<file path="config.mk">
export PLATFORM = sky130hd
export DESIGN_NAME = rx_pkt_fifo
export DESIGN_NICKNAME = d
export VERILOG_FILES = /design/src/rtl/rx_pkt_fifo.sv
export SDC_FILE = /design/constraint.sdc
export NUM_CORES = 1
export LEC_CHECK = 0
export ABC_AREA = 1
export BUFFER_PORTS_ARGS = -buffer_cell sky130_fd_sc_hd__clkbuf_2
export CORE_MARGIN = 2
export CORE_UTILIZATION = 45
export CTS_CLUSTER_DIAMETER = 50
export DETAILED_ROUTE_END_ITERATION = 16
export GPL_TIMING_DRIVEN = 0
export MAX_ROUTING_LAYER = met4
export PLACE_DENSITY = 0.69
export SLEW_MARGIN = 20
export SYNTH_ARGS = -nofsm -noshare
export SYNTH_HDL_FRONTEND = slang
export SYNTH_SLANG_ARGS = --single-unit
</file>
<file path="constraint.sdc">
create_clock -name clk -period 3.85 [get_ports clk]
set_input_delay 0.1925 -clock clk [delete_from_list [all_inputs] [get_ports clk]]
set_output_delay 0.1925 -clock clk [all_outputs]
set_load 0.01 [all_outputs]
</file>
<file path="src/rtl/rx_pkt_fifo.sv">
module rx_pkt_fifo #(
  parameter int DW = 32,
  parameter int AW = 4,
  parameter int EW = 6
) (
  input  logic          clk,
  input  logic          rst_n,
  input  logic          sf_mode,
  input  logic [AW:0]   afull_lvl,
  input  logic [AW:0]   aempty_lvl,
  input  logic          wr_en,
  input  logic [DW-1:0] wr_data,
  input  logic          wr_sop,
  input  logic          wr_eop,
  input  logic [EW-1:0] wr_err,
  input  logic          rd_ready,
  output logic          rd_valid,
  output logic [DW-1:0] rd_data,
  output logic          rd_sop,
  output logic          rd_eop,
  output logic [EW-1:0] rd_err,
  output logic          data_avail,
  output logic          almost_full,
  output logic          almost_empty
);
  localparam int DEPTH = 1 << AW;
  localparam int W     = DW + EW + 2;
  localparam logic [EW-1:0] OVF_BIT = EW'(1) << (EW - 1);

  logic [W-1:0]  mem [DEPTH];
  logic [AW-1:0] wp, rp;
  logic [AW:0]   cnt, frames;
  logic          ovf;

  wire full = (cnt == (AW+1)'(DEPTH));
  wire push = wr_en && !full;
  wire drop = wr_en && full;
  wire pop  = rd_valid && rd_ready;
  wire [W-1:0] head = mem[rp];
  wire [EW-1:0] err_in = wr_err | ((wr_eop && ovf) ? OVF_BIT : '0);

  assign rd_data      = head[DW-1:0];
  assign rd_sop       = head[W-1];
  assign rd_eop       = head[W-2];
  assign rd_err       = rd_eop ? head[DW+EW-1:DW] : '0;
  assign rd_valid     = (cnt != 0) && (!sf_mode || frames != 0);
  assign data_avail   = !sf_mode && (cnt != 0);
  assign almost_full  = cnt >= afull_lvl;
  assign almost_empty = cnt < aempty_lvl;

  always_ff @(posedge clk)
    if (push) mem[wp] <= {wr_sop, wr_eop, err_in, wr_data};

  always_ff @(posedge clk) begin
    if (!rst_n) begin
      wp     <= '0;
      rp     <= '0;
      cnt    <= '0;
      frames <= '0;
      ovf    <= 1'b0;
    end else begin
      if (push) wp <= wp + 1'b1;
      if (pop)  rp <= rp + 1'b1;
      cnt    <= cnt + (AW+1)'(push) - (AW+1)'(pop);
      frames <= frames + (AW+1)'(push && wr_eop) - (AW+1)'(pop && rd_eop);
      if (drop)                ovf <= 1'b1;
      else if (push && wr_eop) ovf <= 1'b0;
    end
  end

  p_bound_r9: assert property (@(posedge clk) disable iff (!rst_n)
    cnt <= (AW+1)'(DEPTH));
  p_drop_keeps_full_r9: assert property (@(posedge clk) disable iff (!rst_n)
    drop && !pop |=> full);
  p_sf_quiet_r6: assert property (@(posedge clk) disable iff (!rst_n)
    sf_mode |-> !data_avail);
  p_frames_fit_r6: assert property (@(posedge clk) disable iff (!rst_n)
    frames <= cnt);
  p_err_on_eop_r4: assert property (@(posedge clk) disable iff (!rst_n)
    rd_err != '0 |-> rd_eop);
  p_hold_r3: assert property (@(posedge clk) disable iff (!rst_n)
    rd_valid && !rd_ready && !sf_mode |=> rd_valid && $stable(rd_data) && $stable(rd_sop));
endmodule

</file>
After elaboration in Yosys (flattened, before gate mapping)
Memories as Yosys holds them, arrays and structs flattened. A register that Yosys moved wholly into a read port is not among the register bits. Cells that the tools add are included.

$add $sub $neg: 6. Multiply operators: 0. Div/mod/pow operators: 0. Magnitude comparators: 2. Equality and inequality tests: 1. Shifts and indexed selects: 0. Multiplexer cells: 8. Bitwise operators: 1. Reductions and logical operators: 14.

Operator list (number): $mux 6 (2); $add 5x1->5 (2); $reduce_bool 5->1 (2); $sub 5x1->5 (2); $add 4x1->4 const B (2); $logic_and 1x1->1 (8); $mux 4 (2); $or 6x6->6 (1); $eq 5x5->1 const B (1); $ge 5x5->1 (1); $lt 5x5->1 (1); $mux 1 (4); $logic_not 1->1 (2); $reduce_bool 2->1 (1); $logic_or 1x1->1 (1).

Flip-flop bits (word level): 19. Latch bits: 0. Memory bits (writable): 640. ROM bits: 0. Bits of input ports: 55. Output and inout port bits: 44. Word-level logic and storage cells: 38. Memories: 1.

Memory list: mem (depth 16, bits a word 40, read ports 1, clocked after Yosys merged registers in 1, wr ports 1, line 30) `logic [W-1:0] mem [DEPTH];`.

Depth between registers and ports, before layout
Depth after elaboration: 6. Gate-level depth with buffers: 17. Mapped depth without buffers: 15.

Worst setup path before layout
Ideal clock, no wire load.

Path kind: register to register. From: register cnt[2]. To: memory mem[11][0] (netlist bit) (enable). Arrival time: 2.825 ns. Data required time: 3.413 ns. Setup slack: 0.588 ns. Cell stages (with the launch flop): 8. Buffers on the path: 0. Period minus slack after synthesis: 3.262 ns. Cell sequence: dfxtp_1 -> inv_1 -> ha_1 -> nand4_1 -> nand2_1 -> inv_1 -> nand2_1 -> nor2_1.

Word-level cells in the longest chain between the ends: 5.

Ends and longest elaborated chain: from (decl) (line 32) `logic [AW:0] cnt, frames;`; from (signal assigned) (line 64) `cnt <= cnt + (AW+1)'(push) - (AW+1)'(pop);`; $eq 5x5->1 (line 35) `wire full = (cnt == (AW+1)'(DEPTH));`; $logic_not 1->1 (line 36) `wire push = wr_en && !full;`; $logic_and 1x1->1 (line 36); $mux 1 (line 52) `if (push) mem[wp] <= {wr_sop, wr_eop, err_in, wr_data};`; $mux 1 (implied by the code) (line 52); to (decl) (line 30).

Every way passes these cells.

==> metrics <==
crit-path max FO 10; Synth area leaders edfxtp_1, nor2_1, o21ai_0; Max Clk Rate about 0.29 GHz; Root Driver clkbuf_16; post-route insts no fill 3240; I/O Buffers roughly 100; PwrDens 631 nW/um2; DRT Pass-1 Iters 5; status finished clean; clock skew slightly below 0.02 ns; CTS Buffer Depth 3; Avg Cell Area, Syn about 12 um2; # placed instances 3092; routed vias between 15k and 20k; clock sink count roughly 660; crit end category output pin; Vias/cell 5.77; drt drc 0; Diodes inserted 0; die area 61900 um2; r2r worst-path depth 15; Worst-Margin Slew between 1 and 1.5 ns; grt total ovfl 0; Chip Width between 200 and 250 um; Worst EP required about 3.7 ns; Initial Util 0.456; final setup fails 0; Final period util 0.882; die height around 250 um; P_leak approximately 11 nW; H-tree Lvls 2; most common library cell in the layout ignoring fill and taps edfxtp_1; worst vdd ir 394 uV; CP Launch Type register; worst hold endpoint mem[12][39]$_DFFE_PP_; min-delay worst type input port to register; min-delay src wr_sop; worst r2r dst frames[4]$_SDFF_PN0_; largest net degree at the start of global routing 22; synthesized netlist cell count around 2.2k; kind of critical path register to output pin; fin crit period around 3.4 ns; max-slew violations 0; crit path DAT 3.20 ns; layout cells sized above 1 0.114; Max-slew headroom 0.270; dpl hpwl about 50000 um; Syn. warnings 0; I/O Pins 99; post-synthesis sequential area ratio 0.730; GP Congestion 0.863; final antenna-violating net count 0; Syn Nets around 2.3k; total CTS buffers between 60 and 70; Layout area overhead 16.9%; Synth Register Bits between 600 and 700; first-pass GRT wire length ~110000 um; reg-to-reg slack, setup 0.70 ns; wire length per cell 23.6 um; Total Wirelength 76300 um; most frequent cells in the layout edfxtp_1, nor2_1, nand2_1, o21ai_0, inv_1; top cell type's share of synthesized area 0.713; Max Cap Violations 0; synthesized area 27000 um2; # resized after CTS 0; initial antenna violation count 0; CTS tree built; gr usage total 0.252; RSZ-0062 raised after global routing no; Worst-Skew Late Latency roughly 0.66 ns; Netlist cell types 28; placement row count 89; final hold violation count 0; Synth area leader edfxtp_1; core footprint approximately 59000 um2; vias in the first global route approximately 19k; nets@finish 2502; hold_ws 0.0183 ns; CTS clk-pin slew, worst paths about 0.06 ns; Iter 0 DRT Violations about 2.3k; Hold Path Stages 1
[sequential cells by signal, summed over array words and instances, names as in the netlist, named ones only]
register,cells
rp,4
frames,5
mem,640
wp,4
cnt,5
ovf,1
[through the flow]
step                      setup slack, ns   util  TNS [ns]  cell area [um2]  total power, mW
after floorplan                     0.588      -         0            27000             11.9
after global placement              -1.57  0.481   -938.76            28400             14.0
after detailed placement            0.768  0.496         0            29300             14.2
after CTS                           0.498  0.533         0            31500             19.9
after global routing                0.446  0.533         0            31500             20.8
final                               0.453  0.533         0            31500             19.9
[synthesized netlist by cell type]
cell	count
xor2_1	3
a21o_1	1
o21bai_1	2
inv_2	2
inv_1	184
nand4_1	4
nand2_1	219
a21oi_1	82
o21a_1	1
xnor2_1	3
clkbuf_1	59
edfxtp_1	640
nor3b_1	2
dfxtp_1	23
o21ai_1	51
o211ai_1	132
buf_4	9
buf_1	19
o21ai_0	218
buf_6	2
fa_1	2
nand3_1	158
nor2_1	302
ha_1	26
o311ai_0	1
inv_4	1
buf_2	42
clkinv_1	1
[cell type report]
| class | count | area (um2) |
|---|---|---|
| inverters | 188 | 708 |
| clock inverters | 34 | 236 |
| multi-input cells | 1207 | 6110 |
| well taps | 773 | 967 |
| fillers | 4820 | 27600 |
| repair buffers | 167 | 1610 |
| flip-flops and latches | 663 | 19700 |
| plain buffers | 131 | 594 |
| clock buffers | 77 | 1610 |
[routing by layer]
| layer | share of wire | GRT usage |
|---|---|---|
| met5 | 0 | - |
| met4 | 0.040 | 0.102 |
| met3 | 0.093 | 0.0382 |
| met2 | 0.48 | 0.401 |
| met1 | 0.39 | 0.326 |
[where the power goes]
group	switching (mW)	internal, mW	leakage [nW]
clock network	2.64	3.08	0.905
logic	4.12	1.77	4.26
registers	0.106	8.18	5.97
[worst max-delay path by stage]
stage / start / to / slack [ns]
floorplan: cnt[2]$_SDFF_PN0_ / mem[11][0]$_DFFE_PP_ / 0.59
global placement: cnt[2]$_SDFF_PN0_ / mem[0][24]$_DFFE_PP_ / -1.57
detailed placement: register / frames[4]$_SDFF_PN0_ / 0.77
CTS: register / rd_data[2] / 0.50
global route: register / rd_data[2] / 0.45
finish: register / rd_data[2] / 0.45
[cell families after synthesis]
kind of cell,synth area share
flip-flops,0.730
AND/OR/NAND/NOR,0.103
adder cells (fa/ha/maj),0.0135
AO/OA/AOI/OAI,0.103
XOR/XNOR,0.00195
buffers and inverters,0.0482
[worst max-delay path: stages (launching register included)]
cell      delay [ns]
dfxtp_1         0.31
buf_2           0.29
buf_2           0.40
clkbuf_1        0.86
o211ai_1        0.20
nand3_1         0.14
nand2_1         0.17
clkbuf_2        0.17
[repair_timing]
item,CTS,global route
endpoints found under the hold margin,540,0
setup buffers,0,0
hold buffers,37,0
Note: power is estimated with default switching activity, not from simulation.
